### src/rtl/irq_entry_pkg.sv
package irq_entry_pkg;
  typedef enum logic [2:0] {
    ST_IDLE     = 3'd0,
    ST_SAVE_PSW = 3'd1,
    ST_SAVE_PC  = 3'd2,
    ST_SET_PSW  = 3'd3,
    ST_SET_SP   = 3'd4,
    ST_SET_PC   = 3'd5
  } entry_state_t;
endpackage

### src/rtl/irq_entry_fsm.sv
module irq_entry_fsm
  import irq_entry_pkg::*;
(
  input  logic         clk,
  input  logic         rst,
  input  logic         acc_valid,
  input  logic         mem_ready,
  output entry_state_t state,
  output logic         capture,
  output logic         advance
);
  entry_state_t state_q, state_d;

  assign state   = state_q;
  assign capture = (state_q == ST_IDLE) && acc_valid;
  assign advance = (state_q == ST_SAVE_PSW) && mem_ready;

  always_comb begin
    state_d = state_q;
    case (state_q)
      ST_IDLE:     if (acc_valid) state_d = ST_SAVE_PSW;
      ST_SAVE_PSW: if (mem_ready) state_d = ST_SAVE_PC;
      ST_SAVE_PC:  if (mem_ready) state_d = ST_SET_PSW;
      ST_SET_PSW:  state_d = ST_SET_SP;
      ST_SET_SP:   state_d = ST_SET_PC;
      ST_SET_PC:   state_d = ST_IDLE;
      default:     state_d = ST_IDLE;
    endcase
  end

  always_ff @(posedge clk) begin
    if (rst) state_q <= ST_IDLE;
    else     state_q <= state_d;
  end
endmodule

### src/rtl/irq_entry_ctx.sv
module irq_entry_ctx #(
  parameter int ADDR_W = 32,
  parameter int DATA_W = 32,
  parameter int PSW_W  = 16,
  parameter int LVL_W  = 3,
  parameter int IE_BIT = 11,
  parameter int IM_LSB = 8
) (
  input  logic              clk,
  input  logic              rst,
  input  logic              capture,
  input  logic              advance,
  input  logic [LVL_W-1:0]  acc_level,
  input  logic              acc_nmi,
  input  logic [ADDR_W-1:0] acc_vector,
  input  logic [PSW_W-1:0]  cur_psw,
  input  logic [ADDR_W-1:0] cur_pc,
  input  logic [ADDR_W-1:0] cur_sp,
  output logic [ADDR_W-1:0] wr_addr,
  output logic [DATA_W-1:0] wr_data,
  output logic [PSW_W-1:0]  psw_new,
  output logic [ADDR_W-1:0] sp_new,
  output logic [ADDR_W-1:0] pc_new
);
  localparam int WORD_BYTES  = DATA_W / 8;
  localparam int FRAME_BYTES = 2 * WORD_BYTES;
  localparam int PC_SLOT     = FRAME_BYTES - WORD_BYTES;

  logic [PSW_W-1:0]  psw_mod;
  logic [ADDR_W-1:0] pc_slot_addr;
  logic [ADDR_W-1:0] pc_keep;

  always_comb begin
    psw_mod         = cur_psw;
    psw_mod[IE_BIT] = 1'b0;
    if (!acc_nmi) psw_mod[IM_LSB +: LVL_W] = acc_level;
  end

  always_ff @(posedge clk) begin
    if (rst) begin
      wr_addr      <= '0;
      wr_data      <= '0;
      psw_new      <= '0;
      sp_new       <= '0;
      pc_new       <= '0;
      pc_slot_addr <= '0;
      pc_keep      <= '0;
    end else if (capture) begin
      wr_addr      <= cur_sp - ADDR_W'(FRAME_BYTES);
      wr_data      <= DATA_W'(cur_psw);
      pc_slot_addr <= cur_sp - ADDR_W'(PC_SLOT);
      pc_keep      <= cur_pc;
      sp_new       <= cur_sp - ADDR_W'(FRAME_BYTES);
      pc_new       <= acc_vector;
      psw_new      <= psw_mod;
    end else if (advance) begin
      wr_addr <= pc_slot_addr;
      wr_data <= DATA_W'(pc_keep);
    end
  end
endmodule

### src/rtl/irq_entry_strb.sv
module irq_entry_strb
  import irq_entry_pkg::*;
(
  input  entry_state_t state,
  output logic         mem_req,
  output logic         psw_we,
  output logic         sp_we,
  output logic         pc_we,
  output logic         busy
);
  assign mem_req = (state == ST_SAVE_PSW) || (state == ST_SAVE_PC);
  assign psw_we  = (state == ST_SET_PSW);
  assign sp_we   = (state == ST_SET_SP);
  assign pc_we   = (state == ST_SET_PC);
  assign busy    = (state != ST_IDLE);
endmodule

### src/rtl/irq_entry_seq.sv
module irq_entry_seq
  import irq_entry_pkg::*;
#(
  parameter int ADDR_W = 32,
  parameter int DATA_W = 32,
  parameter int PSW_W  = 16,
  parameter int LVL_W  = 3,
  parameter int IE_BIT = 11,
  parameter int IM_LSB = 8
) (
  input  logic              clk,
  input  logic              rst,
  input  logic              acc_valid,
  input  logic [LVL_W-1:0]  acc_level,
  input  logic              acc_nmi,
  input  logic [ADDR_W-1:0] acc_vector,
  input  logic [PSW_W-1:0]  cur_psw,
  input  logic [ADDR_W-1:0] cur_pc,
  input  logic [ADDR_W-1:0] cur_sp,
  output logic              mem_req,
  output logic [ADDR_W-1:0] mem_addr,
  output logic [DATA_W-1:0] mem_wdata,
  input  logic              mem_ready,
  output logic              psw_we,
  output logic [PSW_W-1:0]  psw_next,
  output logic              sp_we,
  output logic [ADDR_W-1:0] sp_next,
  output logic              pc_we,
  output logic [ADDR_W-1:0] pc_next,
  output logic              busy
);
  entry_state_t state;
  logic         capture;
  logic         advance;

  irq_entry_fsm i_fsm (
    .clk(clk), .rst(rst), .acc_valid(acc_valid), .mem_ready(mem_ready),
    .state(state), .capture(capture), .advance(advance)
  );

  irq_entry_ctx #(
    .ADDR_W(ADDR_W), .DATA_W(DATA_W), .PSW_W(PSW_W),
    .LVL_W(LVL_W), .IE_BIT(IE_BIT), .IM_LSB(IM_LSB)
  ) i_ctx (
    .clk(clk), .rst(rst), .capture(capture), .advance(advance),
    .acc_level(acc_level), .acc_nmi(acc_nmi), .acc_vector(acc_vector),
    .cur_psw(cur_psw), .cur_pc(cur_pc), .cur_sp(cur_sp),
    .wr_addr(mem_addr), .wr_data(mem_wdata),
    .psw_new(psw_next), .sp_new(sp_next), .pc_new(pc_next)
  );

  irq_entry_strb i_strb (
    .state(state), .mem_req(mem_req), .psw_we(psw_we),
    .sp_we(sp_we), .pc_we(pc_we), .busy(busy)
  );
endmodule

### config.mk
export PLATFORM = sky130hd
export DESIGN_NAME = irq_entry_seq
export DESIGN_NICKNAME = d
export VERILOG_FILES = /design/src/rtl/irq_entry_pkg.sv /design/src/rtl/irq_entry_fsm.sv /design/src/rtl/irq_entry_ctx.sv /design/src/rtl/irq_entry_strb.sv /design/src/rtl/irq_entry_seq.sv
export SDC_FILE = /design/constraint.sdc
export NUM_CORES = 1
export LEC_CHECK = 0
export ABC_AREA = 1
export CAP_MARGIN = 20
export CORE_MARGIN = 5
export CORE_UTILIZATION = 47
export DETAILED_ROUTE_END_ITERATION = 7
export PLACE_DENSITY = 0.85
export SYNTH_ARGS = -nofsm -noshare
export SYNTH_HDL_FRONTEND = slang
export SYNTH_HIERARCHICAL = 1
export SYNTH_SLANG_ARGS = --single-unit
### constraint.sdc
create_clock -name clk -period 2.3 [get_ports clk]
set_input_delay 0.46 -clock clk [delete_from_list [all_inputs] [get_ports clk]]
set_output_delay 0.46 -clock clk [all_outputs]
set_load 0.005 [all_outputs]
# Word-level counts from Yosys, hierarchy flattened

Cells that the tools add are included.

Memories kept: 0
Logic and storage cells: 36
Memory bits (writable): 0
Output and inout port bits: 149
Input port bits: 120
Latch bits: 0
Bits in read-only memories: 0
Register bits after elaboration: 210

Add/subtract/negate cells: 2
Equality and inequality tests: 8
Muxes and demuxes: 9
$lt $le $gt $ge: 0
Reduce and logical (&&, ||, !) cells: 8
Multipliers: 0
Bitwise gates (word level): 0
Shift-type cells: 0
Div/mod/pow operators: 0

Operators with widths:

| operator                                                             | count |
|---|---|
| 32-bit 2-to-1 mux                                                    | 2 |
| 16-bit 2-to-1 mux                                                    | 2 |
| 32-bit by 3-bit subtractor with 32-bit output, second input constant | 1 |
| 32-bit by 4-bit subtractor with 32-bit output, second input constant | 1 |
| 3-bit case mux with 5 select lines                                   | 1 |
| 3-bit 2-to-1 mux                                                     | 4 |
| 3-bit by 2-bit == test with 1-bit output, second input constant      | 2 |
| 3-bit == test, second input constant                                 | 2 |
| 2-bit != test, second input constant                                 | 3 |
| 3-bit by 1-bit == test with 1-bit output, second input constant      | 1 |
| 3-bit logical NOT                                                    | 1 |
| 3-bit AND reduction                                                  | 1 |
| 3-bit nonzero test                                                   | 1 |
| 1-bit logical AND                                                    | 2 |
| 2-bit nonzero test                                                   | 1 |
| 2-bit OR reduction                                                   | 1 |
| 1-bit logical OR                                                     | 1 |

# Depth between registers and ports, before layout

Gate-level depths: netlist (run 1).

Word-level depth: 4
Depth in mapped cells: 10
Gate-level depth less buffers: 10

# By module

The synthesis (run 1) kept the hierarchy.

Modules (own cells, without submodules):

| module         | area an instance (um2) | seq. area each (um2) | instances | cells each |
|---|---|---|---|---|
| irq_entry_ctx  | 8349.3                 | 4103.9               | 1         | 1085 |
| irq_entry_fsm  | 178.9                  | 60.1                 | 1         | 27 |
| irq_entry_strb | 55.1                   | 0.0                  | 1         | 10 |

# Least setup slack after synthesis (run 1)

OpenSTA, ideal clock, no wires.

Kind: reg2reg
Start point: register i_fsm.state_q[0] (netlist: i_fsm/state[0])
End point: register i_ctx.wr_addr[24]
Slack: 0.469 ns
Data arrival time: 1.768 ns
Required time: 2.238 ns
Stages on the path, launching flop included: 10
Cell sequence: dfxtp_1 > inv_1 > nand2_1 > nor3_1 > inv_2 > nor2_1 > buf_2 > buf_2 > nand3_1 > nand3_1

Word-level cells in the longest chain between the ends: 3
Elaborated cells between the ends (all ways): 6
Those cells by class: eq/ne (1); mux (1); reduce/logical (4)

Ends and longest elaborated chain:

| what                                                           | line                | text |
|---|---|---|
| from (decl)                                                    | irq_entry_fsm.sv:12 | `entry_state_t state_q, state_d;` |
| from (signal assigned)                                         | irq_entry_fsm.sv:33 | `else state_q <= state_d;` |
| 3-bit logical NOT (*)                                          | irq_entry_fsm.sv:15 | `assign capture = (state_q == ST_IDLE) && acc_valid;` |
| 1-bit logical AND (*)                                          | irq_entry_fsm.sv:15 |  |
| net capture                                                    | irq_entry_seq.sv:33 | `logic capture;` |
| 32-bit 2-to-1 mux / 2-bit nonzero test (equally long branches) | n/a                 |  |
| to (signal assigned)                                           | irq_entry_ctx.sv:49 | `wr_addr <= cur_sp - ADDR_W'(FRAME_BYTES);` |
| to (signal assigned)                                           | irq_entry_ctx.sv:57 | `wr_addr <= pc_slot_addr;` |
| to (decl)                                                      | irq_entry_ctx.sv:19 | `output logic [ADDR_W-1:0] wr_addr,` |

The timed path passes the listed nets; every way through them passes the cells marked *.
A chain may end at the register's enable or synchronous reset.

# Worst setup path after layout (run 1)

Start point: register i_fsm.state_q[0] (netlist: i_fsm/state[0])
End point: output port psw_we

Word-level cells in the longest chain between the ends: 1

Ends and longest elaborated chain:

| what                                     | line                 | text |
|---|---|---|
| 3-bit by 2-bit == test with 1-bit output | irq_entry_strb.sv:12 | `assign psw_we = (state == ST_SET_PSW);` |
| to (decl)                                | irq_entry_seq.sv:24  | `output logic psw_we,` |

No other way between the ends.

==> results of run 1 <==
critical path, cell delays in order, from the launching register on:
cell	delay [ps]
dfxtp_2	410
inv_1	120
nor3_2	160
clkdlybuf4s50_1	540
per-stage QoR:
step                setup slack, ps  utilization, %  hold WS, ps  power (mW)  instances
finish                          112            70.0          353        9.64       1653
global route                   30.1            70.0          349        10.0       1653
CTS                            13.7            69.9          336        9.69       1651
detailed placement             58.9            65.7          434        5.98       1611
global placement               66.0            65.7          432        5.94       1611
floorplan                       469               -          421        4.90       1122
per-layer routing:
metal	vias up	GRT usage, %	routed length, um
met5	-	0	11
met1	4143	31.7	11700
met2	374	43.5	13700
li1	4308	-	-
met3	79	5.18	1940
met4	2	10.0	1200
registers in the layout, summed over array words and instances, names as in the netlist:
name / count
i_ctx/pc_keep: 32
i_fsm/state: 3
i_ctx/sp_new: 32
i_ctx/wr_addr: 32
i_ctx/pc_new: 32
i_ctx/pc_slot_addr: 30
i_ctx/wr_data: 32
i_ctx/psw_new: 15
how the worst max path moves through the flow:
stage	startpoint	slack, ps	depth (start not counted)	end
2_1_floorplan	acc_valid	470	8	i_ctx/wr_addr[24]
3_3_place_gp	cur_sp[20]	70	8	i_ctx/wr_addr[30]
3_5_place_dp	cur_sp[12]	60	9	i_ctx/sp_new[26]
4_1_cts	i_fsm/state[1]	10	3	psw_we
5_1_grt	i_fsm/state[0]	30	3	psw_we
6_report	i_fsm/state[0]	110	3	psw_we
cells in the final DEF (no fill, tap or decap), types with 9 or more instances in the layout:
master / Yosys / layout
nand4_1: 12 / 12
nor2_4: 10 / 12
clkdlybuf4s50_1: 0 / 266
inv_1: 84 / 84
a31oi_1: 15 / 15
a22o_1: 35 / 35
dfxtp_1: 208 / 205
clkbuf_16: 0 / 23
o21ai_0: 96 / 96
nor2_1: 61 / 59
a21oi_1: 62 / 62
xor2_1: 9 / 9
nand2_1: 291 / 291
buf_4: 3 / 45
o21ai_1: 16 / 16
nand3_1: 106 / 106
cell type report:
cell class,count,share of cell area [%]
flip-flops and latches,208,33.2
multi-input cells,765,30.6
repair buffers,320,25.2
clock buffers,33,5.12
inverters,89,2.66
well taps,229,2.28
clock inverters,7,0.906
diodes,2,0.0398
power by group:
group,switching (mW),leakage (nW),internal [mW],total [mW]
sequential,0.173,1.71,3.93,4.11
clock,1.43,0.372,2.27,3.71
combinational,0.898,3.06,0.928,1.83
cell families (layout without fill, tap and decap cells):
group | Yosys count | count (layout)
xor gates and xnor gates | 11 | 11
adders and majority gates | 3 | 3
buffers and inverters | 149 | 449
other | 1 | 3
and+or+nand+nor | 505 | 505
DFF | 208 | 208
muxes | 2 | 2
AOI/OAI and AO/OA | 243 | 243
==> summary.md, run 1 <==
| Metric | Value |
|---|---|
| Mapped Avg Cell Area | `between 7 and 8 sq um` |
| Post-Synth Adder-Cell Area | `0.437%` |
| Area of the multi-input gates | `~3900 sq um` |
| Critical Path Start Type | `flip-flop` |
| CTS clk-pin slew, worst paths | `60 ps` |
| Post-synthesis compound-gate area fraction | `16.6%` |
| Multiplexer share of the synthesized area | `0.233%` |
| Fmax | `0.457 GHz` |
| Clk root buf | `clkbuf_16` |
| Fill cells | `approximately 1400` |
| Worst Path Arrival | `around 1700 ps` |
| Pre-antenna DRT Iters | `6` |
| Initial Util | `between 40% and 50%` |
| Clock Latency Late Sink | `between 500 and 600 ps` |
| Die ar. | `21100 sq um` |
| Post-synth top cells | `nand2_1, dfxtp_1, nand3_1` |
| Final hold vios | `0` |
| Post-CTS Repair Setup Buffers | `0` |
| Hold-critical path depth | `2` |
| Die width | `145 um` |
| Reg2Reg Capture Point | `i_ctx/wr_data[3]` |
| Outcome | `completed` |
| Setup Crit Path Kind | `reg2out` |
| I/O pin total | `roughly 270` |
| Max Slew Vio Count | `0` |
| Area Growth Syn to Fin | `46.4%` |
| Die height | `between 100 and 150 um` |
| Layout Nets | `1530` |
| Synth cell types | `40` |
| CP Data Required Time | `around 1800 ps` |
| Core box area | `about 18000 sq um` |
| H-tree depth | `1` |
| # Max-Cap Violations | `0` |
| Post-synth EDFFs | `0` |
| Total Neg Setup Slack | `0 ps` |
| Post-Synth Simple-Gate Area | `roughly a quarter` |
| YS warnings | `6` |
| Post-detail-place hpwl | `roughly 21000 um` |
| DRT iter0 DRCs | `between 500 and 600` |
| WL per Instance | `about 17 um` |
| Hold buffers post-CTS | `0` |
| Global route total overflow | `0` |
| Post-synthesis cell area | `approximately 8600 sq um` |
| Rows | `between 40 and 50` |
| Share of layout cells above drive strength 1 | `under 10%` |
| Top cells by area, synth | `dfxtp_1, nand2_1, nand3_1` |
| Critical R2R Launch | `i_fsm/state[0]` |
| Top cell type by total area after synthesis | `dfxtp_1` |
| Final setup violation count | `0` |
| CTS Buffer Depth | `3` |
| Net Count, Synth | `1245` |
| Dpl cell area | `around 12000 sq um` |
| Most common cell in the netlist | `nand2_1` |
| RSZ-0062 raised after global routing | `no` |
| Vias in the first global route | `8661` |
| #FFs+latches synth | `208` |
| Synth Instances | `between 1000 and 1500` |
| Via density | `5.39` |
| Leakage power | `a little over 5 nW` |
| Seq/Total Area, Yosys | `just under 50%` |
| CP endpoint kind | `primary output` |
| Vias | `slightly below 9000` |
| Cts bufs inserted | `23` |
| Total GRT Usage | `around 26%` |
| Worst R2R Path Depth | `10` |
| Cell Pwr Density | `between 700 and 800 nW/um^2` |
| Final Cycle Share | `roughly 95%` |
| CTS resizes | `2` |
| Design area | `approximately 13000 sq um` |
| Synth async-reset ratio | `0%` |
| Largest net degree at the start of global routing | `between 50 and 60` |
| Final min period | `2190 ps` |
| Initial antenna violation count | `3` |
| Worst hold start | `rst` |
| Reg2reg setup slack | `470 ps` |
| Sequential Area | `roughly 4200 sq um` |
| CP max FO | `9` |
| Port bufs | `roughly 270` |
| Worst Hold Class | `in2reg` |
| Top_reg_cell synth | `dfxtp_1` |
| Antenna Violating Nets Remaining | `0` |
| Clock sinks | `around 210` |
| Skew final | `17.1 ps` |
| GPL Wtd Cong | `~0.96` |
| CTS tree | `yes` |
| Largest family of logic cells by synthesized area | `simple AND/OR/NAND/NOR gates` |
| Post-Synth XOR/XNOR Area | `1.12%` |
| Hold EP | `i_ctx/wr_addr[10]` |
| VDD IR max | `0.000624 V` |
| DRC errors left | `0` |
| First-pass GRT wire length | `between 40000 and 50000 um` |
| DRT Wirelength | `28600 um` |
| Top cell type's share of synthesized area | `roughly half` |
No activity file was read; power rests on OpenSTA's default activity.
==> run 2: changes to the inputs <==
--- a/config.mk
+++ b/config.mk
@@ -11,6 +11,7 @@
 export CORE_UTILIZATION = 47
 export DETAILED_ROUTE_END_ITERATION = 7
 export PLACE_DENSITY = 0.85
+export SKIP_CTS_REPAIR_TIMING = 1
 export SYNTH_ARGS = -nofsm -noshare
 export SYNTH_HDL_FRONTEND = slang
 export SYNTH_HIERARCHICAL = 1
==> results of run 2 <==
Same layout as run 1: the final DEF is identical, and so are final timing and power.
